**src/rtl/tagdir_pkg.sv**
```systemverilog
package tagdir_pkg;

   typedef enum logic [1:0] {
      PERM_ABSENT  = 2'd0,
      PERM_INVALID = 2'd1,
      PERM_RD      = 2'd2,
      PERM_RDWR    = 2'd3
   } perm_e;

   typedef enum logic [1:0] {
      REQ_LOAD  = 2'd0,
      REQ_FETCH = 2'd1,
      REQ_STORE = 2'd2,
      REQ_RSVD  = 2'd3
   } req_e;

   typedef enum logic [3:0] {
      OP_LOOKUP   = 4'd0,
      OP_PEEK     = 4'd1,
      OP_AVAIL    = 4'd2,
      OP_ALLOC    = 4'd3,
      OP_FREE     = 4'd4,
      OP_PROBE    = 4'd5,
      OP_SETPERM  = 4'd6,
      OP_LOCK     = 4'd7,
      OP_UNLOCK   = 4'd8,
      OP_LOCKTEST = 4'd9
   } op_e;

   // Read-write serves every request; read-only serves loads and fetches.
   function automatic logic perm_grants(input perm_e p, input req_e r);
      return (p == PERM_RDWR) ||
             ((p == PERM_RD) && ((r == REQ_LOAD) || (r == REQ_FETCH)));
   endfunction

endpackage

```
**src/rtl/tagdir_pick.sv**
```systemverilog
// Lowest-index priority pick over a request vector.
module tagdir_pick #(
   parameter int N = 4,
   localparam int IW = (N > 1) ? $clog2(N) : 1
) (
   input  logic [N-1:0]  req,
   output logic          any,
   output logic [IW-1:0] idx
);

   if (N < 2) begin : g_bad_n
      $error("tagdir_pick: N must be at least 2");
   end

   always_comb begin
      idx = '0;
      for (int i = N - 1; i >= 0; i--) begin
         if (req[i]) idx = IW'(i);
      end
   end

   assign any = |req;

endmodule

```
**src/rtl/tagdir_index.sv**
```systemverilog
// Splits a byte address into set index and tag.
module tagdir_index #(
   parameter int ADDR_W = 16,
   parameter int IDX_LO = 4,
   parameter int SET_W  = 2,
   localparam int TAG_W = ADDR_W - IDX_LO - SET_W
) (
   input  logic [ADDR_W-1:0] addr,
   output logic [SET_W-1:0]  set_idx,
   output logic [TAG_W-1:0]  tag
);

   if (TAG_W < 1) begin : g_bad_tag
      $error("tagdir_index: no tag bits left above the set field");
   end

   logic unused_offset;

   assign set_idx       = addr[IDX_LO +: SET_W];
   assign tag           = addr[ADDR_W-1 : IDX_LO + SET_W];
   assign unused_offset = ^addr[IDX_LO-1:0];

endmodule

```
**src/rtl/tagdir_lru.sv**
```systemverilog
// True LRU per set with age counters; age WAYS-1 marks the victim.
module tagdir_lru #(
   parameter int NUM_SETS = 4,
   parameter int WAYS     = 4,
   localparam int SET_W   = $clog2(NUM_SETS),
   localparam int WAY_W   = $clog2(WAYS)
) (
   input  logic             clk,
   input  logic             rst_n,
   input  logic [SET_W-1:0] rd_set,
   input  logic             touch_en,
   input  logic [SET_W-1:0] touch_set,
   input  logic [WAY_W-1:0] touch_way,
   output logic [WAY_W-1:0] victim_way
);

   localparam logic [WAY_W-1:0] ELDEST = WAY_W'(WAYS - 1);

   if ((WAYS & (WAYS - 1)) != 0) begin : g_bad_ways
      $error("tagdir_lru: WAYS must be a power of two");
   end

   logic [WAY_W-1:0]  age_q [NUM_SETS][WAYS];
   logic [WAYS-1:0]   eldest [NUM_SETS];
   logic              victim_any;

   always_ff @(posedge clk or negedge rst_n) begin
      if (!rst_n) begin
         for (int s = 0; s < NUM_SETS; s++)
            for (int w = 0; w < WAYS; w++)
               age_q[s][w] <= WAY_W'(w);
      end else if (touch_en) begin
         for (int w = 0; w < WAYS; w++) begin
            if (WAY_W'(w) == touch_way)
               age_q[touch_set][w] <= '0;
            else if (age_q[touch_set][w] < age_q[touch_set][touch_way])
               age_q[touch_set][w] <= age_q[touch_set][w] + 1'b1;
         end
      end
   end

   for (genvar s = 0; s < NUM_SETS; s++) begin : g_set
      for (genvar w = 0; w < WAYS; w++) begin : g_way
         assign eldest[s][w] = (age_q[s][w] == ELDEST);
      end

      // ages stay a permutation, so exactly one way is oldest
      p_single_eldest_r9: assert property (@(posedge clk) disable iff (!rst_n)
         $countones(eldest[s]) == 1);
   end

   tagdir_pick #(.N(WAYS)) u_victim (
      .req (eldest[rd_set]),
      .any (victim_any),
      .idx (victim_way)
   );

   logic unused_victim_any;
   assign unused_victim_any = victim_any;

endmodule

```
**src/rtl/tagdir_core.sv**
```systemverilog
module tagdir_core
   import tagdir_pkg::*;
#(
   parameter int ADDR_W      = 16,
   parameter int CACHE_BYTES = 256,
   parameter int LINE_BYTES  = 16,
   parameter int WAYS        = 4,
   parameter int IDX_LO      = 4,
   parameter int CTX_W       = 4,
   localparam int WAY_W      = $clog2(WAYS)
) (
   input  logic              clk,
   input  logic              rst_n,
   input  logic              cmd_valid,
   output logic              cmd_ready,
   input  logic [3:0]        cmd_op,
   input  logic [ADDR_W-1:0] cmd_addr,
   input  logic [1:0]        cmd_req,
   input  logic [CTX_W-1:0]  cmd_ctx,
   input  logic [1:0]        cmd_perm,
   output logic              rsp_valid,
   output logic              rsp_hit,
   output logic              rsp_grant,
   output logic              rsp_flag,
   output logic              rsp_err,
   output logic [WAY_W-1:0]  rsp_way,
   output logic [ADDR_W-1:0] rsp_addr
);

   localparam int NUM_SETS = CACHE_BYTES / WAYS / LINE_BYTES;
   localparam int SET_W    = $clog2(NUM_SETS);
   localparam int TAG_W    = ADDR_W - IDX_LO - SET_W;
   localparam logic [CTX_W-1:0] UNLOCKED = '1;

   // ---------------- elaboration checks ----------------
   if (NUM_SETS < 2 || (NUM_SETS & (NUM_SETS - 1)) != 0) begin : g_bad_sets
      $error("tagdir_core: set count must be a power of two of at least 2");
   end
   if (WAYS < 2 || (WAYS & (WAYS - 1)) != 0) begin : g_bad_ways
      $error("tagdir_core: WAYS must be a power of two of at least 2");
   end
   if ((1 << IDX_LO) < LINE_BYTES) begin : g_bad_idx
      $error("tagdir_core: IDX_LO falls inside the line offset");
   end
   if (CTX_W < 2) begin : g_bad_ctx
      $error("tagdir_core: CTX_W must leave room beside the unlocked value");
   end

   // ---------------- state ----------------
   logic [NUM_SETS-1:0][WAYS-1:0] vld_q;
   logic [TAG_W-1:0]  tag_q  [NUM_SETS][WAYS];
   perm_e             perm_q [NUM_SETS][WAYS];
   logic [CTX_W-1:0]  lock_q [NUM_SETS][WAYS];
   logic              rdy_q;

   // ---------------- decode ----------------
   op_e               op;
   req_e              req;
   logic              fire;
   logic [SET_W-1:0]  set_idx;
   logic [TAG_W-1:0]  tag_in;

   assign op        = op_e'(cmd_op);
   assign req       = req_e'(cmd_req);
   assign cmd_ready = rdy_q;
   assign fire      = cmd_valid && rdy_q;

   tagdir_index #(.ADDR_W(ADDR_W), .IDX_LO(IDX_LO), .SET_W(SET_W)) u_index (
      .addr    (cmd_addr),
      .set_idx (set_idx),
      .tag     (tag_in)
   );

   // ---------------- per-way compare ----------------
   logic [WAYS-1:0] raw_vec, chk_vec, free_vec;

   for (genvar w = 0; w < WAYS; w++) begin : g_cmp
      assign raw_vec[w]  = vld_q[set_idx][w] && (tag_q[set_idx][w] == tag_in);
      assign chk_vec[w]  = raw_vec[w] && (perm_q[set_idx][w] != PERM_ABSENT);
      assign free_vec[w] = !vld_q[set_idx][w] || (perm_q[set_idx][w] == PERM_ABSENT);
   end

   logic             raw_any, chk_any, free_any;
   logic [WAY_W-1:0] raw_way, chk_way, free_way, victim_way;

   tagdir_pick #(.N(WAYS)) u_pick_raw  (.req(raw_vec),  .any(raw_any),  .idx(raw_way));
   tagdir_pick #(.N(WAYS)) u_pick_chk  (.req(chk_vec),  .any(chk_any),  .idx(chk_way));
   tagdir_pick #(.N(WAYS)) u_pick_free (.req(free_vec), .any(free_any), .idx(free_way));

   logic avail, alloc_ok, touch_en;
   logic [WAY_W-1:0] touch_way;

   assign avail     = raw_any || free_any;
   assign alloc_ok  = !raw_any && free_any;
   assign touch_en  = fire && (((op == OP_LOOKUP) && chk_any) ||
                               ((op == OP_ALLOC) && alloc_ok));
   assign touch_way = (op == OP_ALLOC) ? free_way : chk_way;

   tagdir_lru #(.NUM_SETS(NUM_SETS), .WAYS(WAYS)) u_lru (
      .clk        (clk),
      .rst_n      (rst_n),
      .rd_set     (set_idx),
      .touch_en   (touch_en),
      .touch_set  (set_idx),
      .touch_way  (touch_way),
      .victim_way (victim_way)
   );

   // ---------------- response next values ----------------
   logic              n_hit, n_grant, n_flag, n_err;
   logic [WAY_W-1:0]  n_way;
   logic [ADDR_W-1:0] n_addr;

   always_comb begin
      n_hit   = chk_any;
      n_way   = chk_way;
      n_grant = 1'b0;
      n_flag  = 1'b0;
      n_err   = 1'b0;
      n_addr  = '0;
      case (op)
         OP_LOOKUP:   n_grant = chk_any && perm_grants(perm_q[set_idx][chk_way], req);
         OP_PEEK: begin
            n_hit = raw_any;
            n_way = raw_way;
         end
         OP_AVAIL:    n_flag = avail;
         OP_ALLOC: begin
            n_way = free_way;
            n_err = !alloc_ok;
         end
         OP_FREE, OP_LOCK, OP_UNLOCK: n_err = !chk_any;
         OP_LOCKTEST: begin
            n_err  = !chk_any;
            n_flag = chk_any && (lock_q[set_idx][chk_way] == cmd_ctx) &&
                     (cmd_ctx != UNLOCKED);
         end
         OP_PROBE: begin
            n_way  = victim_way;
            n_err  = avail;
            n_addr = {tag_q[set_idx][victim_way], set_idx, {IDX_LO{1'b0}}};
         end
         OP_SETPERM: begin
            n_hit = raw_any;
            n_way = raw_way;
            n_err = !raw_any;
         end
         default: n_hit = 1'b0;
      endcase
   end

   // ---------------- registers ----------------
   always_ff @(posedge clk or negedge rst_n) begin
      if (!rst_n) begin
         rdy_q     <= 1'b0;
         rsp_valid <= 1'b0;
         rsp_hit   <= 1'b0;
         rsp_grant <= 1'b0;
         rsp_flag  <= 1'b0;
         rsp_err   <= 1'b0;
         rsp_way   <= '0;
         rsp_addr  <= '0;
         vld_q     <= '0;
         for (int s = 0; s < NUM_SETS; s++)
            for (int w = 0; w < WAYS; w++) begin
               tag_q[s][w]  <= '0;
               perm_q[s][w] <= PERM_ABSENT;
               lock_q[s][w] <= UNLOCKED;
            end
      end else begin
         rdy_q     <= 1'b1;
         rsp_valid <= fire;
         if (fire) begin
            rsp_hit   <= n_hit;
            rsp_grant <= n_grant;
            rsp_flag  <= n_flag;
            rsp_err   <= n_err;
            rsp_way   <= n_way;
            rsp_addr  <= n_addr;
            case (op)
               OP_ALLOC: if (alloc_ok) begin
                  vld_q[set_idx][free_way]  <= 1'b1;
                  tag_q[set_idx][free_way]  <= tag_in;
                  perm_q[set_idx][free_way] <= PERM_INVALID;
                  lock_q[set_idx][free_way] <= UNLOCKED;
               end
               OP_FREE: if (chk_any) begin
                  vld_q[set_idx][chk_way]  <= 1'b0;
                  perm_q[set_idx][chk_way] <= PERM_ABSENT;
                  lock_q[set_idx][chk_way] <= UNLOCKED;
               end
               OP_SETPERM: if (raw_any) perm_q[set_idx][raw_way] <= perm_e'(cmd_perm);
               OP_LOCK:    if (chk_any) lock_q[set_idx][chk_way] <= cmd_ctx;
               OP_UNLOCK:  if (chk_any) lock_q[set_idx][chk_way] <= UNLOCKED;
               default: ;
            endcase
         end
      end
   end

   // ---------------- assertions ----------------
   p_rsp_follows_r2: assert property (@(posedge clk) disable iff (!rst_n)
      fire |=> rsp_valid);

   p_no_spurious_rsp_r2: assert property (@(posedge clk) disable iff (!rst_n)
      !fire |=> !rsp_valid);

   p_store_ro_refused_r3: assert property (@(posedge clk) disable iff (!rst_n)
      (fire && (op == OP_LOOKUP) && (req == REQ_STORE) && chk_any &&
       (perm_q[set_idx][chk_way] == PERM_RD)) |=> !rsp_grant);

   p_alloc_invalid_r6: assert property (@(posedge clk) disable iff (!rst_n)
      (fire && (op == OP_ALLOC) && alloc_ok) |=>
      (vld_q[$past(set_idx)][$past(free_way)] &&
       (perm_q[$past(set_idx)][$past(free_way)] == PERM_INVALID)));

   p_alloc_refused_frozen_r7: assert property (@(posedge clk) disable iff (!rst_n)
      (fire && (op == OP_ALLOC) && !alloc_ok) |=> ($stable(vld_q) && rsp_err));

   p_free_empties_r8: assert property (@(posedge clk) disable iff (!rst_n)
      (fire && (op == OP_FREE) && chk_any) |=>
      !vld_q[$past(set_idx)][$past(chk_way)]);

endmodule

```
**config.mk**
```make
export PLATFORM = sky130hd
export DESIGN_NAME = tagdir_core
export DESIGN_NICKNAME = d
export VERILOG_FILES = /design/src/rtl/tagdir_pkg.sv /design/src/rtl/tagdir_pick.sv /design/src/rtl/tagdir_index.sv /design/src/rtl/tagdir_lru.sv /design/src/rtl/tagdir_core.sv
export SDC_FILE = /design/constraint.sdc
export NUM_CORES = 1
export LEC_CHECK = 0
export BUFFER_PORTS_ARGS = -buffer_cell sky130_fd_sc_hd__buf_2
export CAP_MARGIN = 20
export CORE_ASPECT_RATIO = 1.2
export CORE_UTILIZATION = 50
export CTS_CLUSTER_SIZE = 40
export DETAILED_ROUTE_END_ITERATION = 12
export GPL_TIMING_DRIVEN = 0
export PLACE_DENSITY = 0.69
export SYNTH_ARGS = -nofsm -noshare
export SYNTH_HDL_FRONTEND = slang
export SYNTH_SLANG_ARGS = --single-unit
```
**constraint.sdc**
```tcl
create_clock -name clk -period 3.38 [get_ports clk]
set_input_delay 0 -clock clk [delete_from_list [all_inputs] [get_ports clk]]
set_output_delay 0 -clock clk [all_outputs]
set_load 0.02 [all_outputs]
```
* After elaboration in Yosys (flattened, before gate mapping) *
Cells that the tools add are included.

operators by class
  $add $sub $neg = 4
  $mul = 0
  div/mod/pow operators = 0
  $lt $le $gt $ge = 20
  eq/ne operators = 42
  shift-type cells = 0
  muxes and demuxes = 121
  bitwise operators = 24
  reduce and logical (&&, ||, !) cells = 64

operators by type and width
  kind                                     count
  2-to-1 mux 32 bit                        14
  2-to-1 mux 64 bit                        3
  one-hot mux 64 bit (3 select lines)      1
  AND 32 bit                               5
  bitwise mux 160 bit                      1
  bitwise mux 32 bit                       5
  inverter 32 bit                          5
  bitwise OR 64 bit                        2
  2-to-1 mux 40 bit                        3
  demux 8 bit (select 2 bit)               7
  2-to-1 mux 16 bit                        7
  one-hot mux 32 bit (3 select lines)      1
  binary-select mux 40 bit (select 2 bit)  1
  demux 40 bit (select 2 bit)              1
  bitwise mux 64 bit                       1
  demux 16 bit (select 2 bit)              2
  2-to-1 mux 8 bit                         8
  2-to-1 mux 2 bit                         25
  == test 10 bit                           4
  2-to-1 mux 4 bit                         10
  == test 2 bit (second input constant)    18
  AND 16 bit                               2
  binary-select mux 16 bit (select 2 bit)  1
  binary-select mux 8 bit (select 2 bit)   2
  47 further kinds                         146

word-level totals
  register bits = 328
  latch bits = 0
  RAM bits = 0
  ROM bits = 0
  input bits = 31
  output and inout port bits = 24
  logic and storage cells = 351
  memories = 0

* Longest topological paths before layout *
  depth after elaboration = 31
  gate-level depth with buffers = 19

* By module *
A second synthesis with hierarchy kept.

second synthesis, totals
  cell total of the unflattened synthesis = 1,392
  area, all modules = 17,465.5 um2

by module, submodules not included
  module        times used  cells an instance  area each (um2)  sequential area each (um2)
  tagdir_core   1           1,145              14,860.5         7,387.1
  tagdir_lru    1           207                2,374.8          820.8
  tagdir_pick   4           7                  35.0             0.0
  tagdir_index  1           12                 90.1             0.0

* Least setup slack after synthesis *
Ideal clock, no wire load.

  path type = input-to-reg
  start point = in cmd_addr[5]
  end point = reg u_lru.age_q[6] (netlist name)
  setup time = 0.125 ns
  arrival time = 3.592 ns
  required time = 3.255 ns
  setup slack = -0.336 ns
  cell stages on the path = 17
  buffers on the path = 8
  cells stage by stage = buf_2 > buf_2 > buf_4 > buf_4 > buf_2 > buf_2 > buf_1 > buf_1 > mux4_2 > nor2_1 > nor2_1 > o21ai_0 > ha_1 > inv_1 > a221o_1 > and3_1 > mux2_2

on the way
  longest elaborated chain between the ends = 31
  elaborated cells on any way between the ends = 105
  classes of those cells = 4 x add/sub; 6 x order compare; 7 x eq/ne; 43 x mux; 10 x bitwise; 35 x reduce/logical

ends and longest elaborated chain
  item                                                  line               RTL
  start, declared                                       tagdir_core.sv:17  input logic [ADDR_W-1:0] cmd_addr,
  inverter 2 -> 3 bit (implied by the code)             n/a
  binary-select mux 40 bit (select 2 bit)               tagdir_core.sv:78  assign raw_vec[w] = vld_q[set_idx][w] && (tag_q[set_idx][w] == tag_in);
  2-to-1 mux 40 bit (implied by the code) (2 in a row)  tagdir_core.sv:78
  == test 10 bit                                        tagdir_core.sv:78
  logical AND 1 bit                                     tagdir_core.sv:78
  logical AND 1 bit                                     tagdir_core.sv:79  assign chk_vec[w] = raw_vec[w] && (perm_q[set_idx][w] != PERM_ABSENT);
  2-to-1 mux 2 bit (4 in a row)                         tagdir_pick.sv:18  if (req[i]) idx = IW'(i);
  2-to-1 mux 2 bit                                      tagdir_core.sv:97  assign touch_way = (op == OP_ALLOC) ? free_way : chk_way;
  [11 not listed]                                       n/a
  2-to-1 mux 32 bit                                     tagdir_lru.sv:32   end else if (touch_en) begin
  bitwise mux 32 bit                                    tagdir_lru.sv:37   age_q[touch_set][w] <= age_q[touch_set][w] + 1'b1;
  2-to-1 mux 32 bit                                     tagdir_lru.sv:36   else if (age_q[touch_set][w] < age_q[touch_set][touch_way])
  2-to-1 mux 32 bit                                     tagdir_lru.sv:34   if (WAY_W'(w) == touch_way)
  2-to-1 mux 32 bit                                     tagdir_lru.sv:32
  bitwise mux 32 bit                                    tagdir_lru.sv:37
  2-to-1 mux 32 bit                                     tagdir_lru.sv:36
  2-to-1 mux 32 bit                                     tagdir_lru.sv:34
  end signal, assigned by index                         tagdir_lru.sv:31   age_q[s][w] <= WAY_W'(w);
  end signal, assigned by index                         tagdir_lru.sv:37
  end, declared                                         tagdir_lru.sv:23   logic [WAY_W-1:0] age_q [NUM_SETS][WAYS];

Several ways; a longest one is shown, not always the timed one. The select of a mux whose other input is x is not followed.
A chain may end at the register's enable or synchronous reset.

* Worst setup path in the final report *
  start point = reg tag_q[39] (netlist name)
  end point = reg u_lru.age_q[6] (netlist name)

on the way
  longest elaborated chain between the ends = 27
  elaborated cells on any way between the ends = 45
  classes of those cells = 4 x order compare; 4 x eq/ne; 22 x mux; 4 x bitwise; 11 x reduce/logical

ends and longest elaborated chain
  item                                                      line                RTL
  start, declared                                           tagdir_core.sv:51   logic [TAG_W-1:0] tag_q [NUM_SETS][WAYS];
  start signal, assigned by index                           tagdir_core.sv:183  tag_q[set_idx][free_way] <= tag_in;
  binary-select mux 40 bit (select 2 bit) (*)               tagdir_core.sv:78
  2-to-1 mux 40 bit (implied by the code) (*) (2 in a row)  tagdir_core.sv:78
  == test 10 bit (*)                                        tagdir_core.sv:78
  logical AND 1 bit (*)                                     tagdir_core.sv:78
  logical AND 1 bit                                         tagdir_core.sv:79
  2-to-1 mux 2 bit                                          tagdir_pick.sv:18
  2-to-1 mux 2 bit                                          tagdir_core.sv:97
  inverter 2 -> 3 bit (implied by the code)                 tagdir_lru.sv:36
  [10 not listed]                                           n/a
  2-to-1 mux 32 bit                                         tagdir_lru.sv:32
  bitwise mux 32 bit                                        tagdir_lru.sv:37
  2-to-1 mux 32 bit                                         tagdir_lru.sv:36
  2-to-1 mux 32 bit                                         tagdir_lru.sv:34
  2-to-1 mux 32 bit                                         tagdir_lru.sv:32
  bitwise mux 32 bit                                        tagdir_lru.sv:37
  2-to-1 mux 32 bit                                         tagdir_lru.sv:36
  2-to-1 mux 32 bit                                         tagdir_lru.sv:34

Mark *: on every way between the ends. The rest lies on a longest branch, timed or not. The select of a mux whose other input is x is not followed.

==> impl_metrics.yaml <==
yosys:
  synth_edf_count: 0
  synthCells: 1699
  yosys_register_bits: 324
  synth.distinct_cells: 94
  synth_top_area_share_pct: 33.2
  syn_avg_cell_area_um2: 10.8
  synth.cell_area_um2: 18400
  ys_warn_count: 0
  ys_seq_area_share_pct: 44.7
  ys.flop_type: "dfrtp_1"
  synth_area_leaders: "dfrtp_1, dfstp_2, mux4_2, mux2_2, nor2_1"
  async_flop_share_pct: 100
  synth_area_leader_cell: "dfrtp_1"
global_route:
  grtUsageTotal_pct: 34.6
  antenna_found_initial: 0
  grt_start_max_net_pins: 125
  grt_pass1_wl_mm: 96.5
  grt-ovfl-total: 0
  first_global_vias: 15800
flow_run:
  cap_violations: 0
cells_and_area:
  antenna_cells: 0
  area_delta_synth_final_pct: 24.1
  drive_gt1_share_pct: 40.1
  final_nets: 1902
  most-common-layout-cells: "dfrtp_1, mux2_2, nor2_1"
  layout_commonest_cell: "dfrtp_1"
  fill_cells: 2768
placement:
  post-place-ws_ps: -1720
  gp_congestion: 1.01
  hpwl_mm: 44.5
  port_buffers: 37
clock_network:
  cts_tree: "done"
  clockBufferDepth: 3
  clock_latency_ps: 550
  clock-root-buffer: "clkbuf_16"
  cts-buffers-inserted: 36
  h-tree-depth: 2
  clkTransAtPathRegs_ps: 60
  clkSinkCount: 324
die:
  die_h_um: 212
  coreArea_um2: 36000
  io_pins: 55
  fp-row-count: 76
  dieWidth_um: 177
  start_util_pct: 51.0
  dieArea_um2: 37500
routing:
  routed_wl_mm: 64.2
  drt_pre_antenna_iters: 5
  vias: 15800
  drtAntennaViolNets: 0
  via_per_inst: 6.70
  drtIter0Drc: 1663
  wl_per_cell_um: 27.2
  drc: 0
sta:
  finalHoldWorstSlack_ps: 40.5
  fin_worst_skew_ps: 20.0
  worst_slack_ps: -420
  setup_viol: 114
  finalHoldViolations: 0
  rsz0062_at_grt: "yes"
  maxSlewViolCount: 0
  worstMarginPinSlew_ps: 1160
  min_period_over_period_pct: 112
  max_freq_mhz: 263
  period_minus_slack_ps: 3800
  relSlewSlack_pct: 21.8
critical_path:
  criticalPathCategory: "register to register"
  r2r_cells: 15
  crit_start: "tag_q[39]"
  arrival_ps: 4220
  cp-endpoint: "u_lru.age_q[6]"
  r2r_end: "u_lru.age_q[6]"
  cp-end-kind: "register"
  crit_fanout: 5
  r2r_setup_slack_ps: -420
  start_kind: "register"
  required_ps: 3800
  rr_startpoint: "tag_q[39]"
outcome:
  status: "finished, violations left"
  violations: "setup timing"
worst_hold_path:
  min_path_type: "primary input to asynchronous set/reset pin"
power:
  power.total_mw: 9.83
  vdd_drop_max_mv: 0.339
  pwr_density_cell_nw_per_um2: 431
  p_leak_nw: 9.52
[metal layers]
layer  global-route usage (%)  wire length, um  part of all wire (%)
met1                     42.7            23300                    36
met2                     55.1            30300                    47
met3                     6.42             5760                   9.0
met4                     23.7             4770                   7.4
met5                        0                0                     0
[critical path: stages (launching register included)]
cell and delay [ps]:
dfrtp_1 400, mux4_2 560, xnor2_4 230, nand4b_1 170, nor4_4 410, a21o_4 160
o31a_1 200, buf_6 150, nand2_1 60, nand3_2 100, o21ai_4 80, ha_1 300
inv_2 40, a221o_2 360, and3_4 190, mux2_2 250
[report_power, final]
group / internal [mW] / leakage [nW] / total (mW) / switching (mW)
Clock: 2.58 / 0.627 / 4.23 / 1.65
Combinational: 0.493 / 4.74 / 1.32 / 0.831
Sequential: 4.16 / 4.15 / 4.28 / 0.113
Total: 7.23 / 9.52 / 9.83 / 2.59
[repair_timing]
item	CTS	global route
setup buffers	49	29
pin swaps	55	58
endpoints found under the hold margin	120	0
hold buffers	8	0
gates resized for setup	202	171
cloned	4	2
endpoints found under the setup margin	320	282
[how the worst min path moves through the flow]
stage / startpoint / endpoint / cells past startpoint
5_1_grt: rst_n / perm_q[24] / 2
3_3_place_gp: cmd_ctx[3] / lock_q[59] / 2
6_report: rst_n / perm_q[28] / 2
2_1_floorplan: rst_n / cmd_ready / 0
4_1_cts: cmd_op[0] / rsp_err / 5
3_5_place_dp: rst_n / perm_q[28] / 1
[stage by stage]
step                      instance area [um2]  setup TNS (ps)  std cells  utilization, %
after global placement                  19200        -1312470       2207            53.3
final                                   22800          -14170       2361            63.3
after global routing                    22800          -24460       2361            63.3
after detailed placement                19300         -310990       2210            53.5
after floorplan                         18400           -1160       1702               -
after CTS                               21900          -12200       2333            60.9
[state kept, by name, summed over array words and instances (netlist names)]
name,cells
u_lru.age_q,32
rsp_grant,1
perm_q,32
rsp_flag,1
vld_q,16
rsp_way,2
cmd_ready,1
rsp_addr,12
rsp_err,1
rsp_hit,1
lock_q,64
tag_q,160
rsp_valid,1
[layout make-up]
type / instances / area, um2 / share of cell area, %
plain buffers: 111 / 727 / 3.19
clock buffers: 55 / 1110 / 4.88
clock inverters: 9 / 156 / 0.686
inverters: 20 / 75.1 / 0.329
multi-input cells: 1249 / 10900 / 47.7
flip-flops and latches: 324 / 8210 / 36.0
well taps: 468 / 586 / 2.57
repair buffers: 125 / 1070 / 4.68
[cell usage after synthesis, drive strengths merged (26+ instances only)]
cell type / n
dfrtp: 244
clkbuf: 66
buf: 49
xnor2: 33
nand3: 39
o21ai: 134
dfstp: 80
mux2: 138
mux4: 73
mux2i: 47
a21oi: 92
o211ai: 26
nor2: 175
nor3: 40
nand2: 134
[cell families (layout without fill, tap and decap cells)]
group | after synthesis | count (layout) | share of synthesized area [%]
simple gates | 491 | 495 | 12.9
compound gates | 447 | 449 | 16.7
flops | 324 | 324 | 44.7
mux | 258 | 258 | 20.0
buf+inv | 135 | 320 | 3.56
xor+xnor | 38 | 38 | 1.89
fa+ha+maj | 4 | 4 | 0.272
other cells | 2 | 5 | 0.0409
No activity file was read; power rests on OpenSTA's default activity.
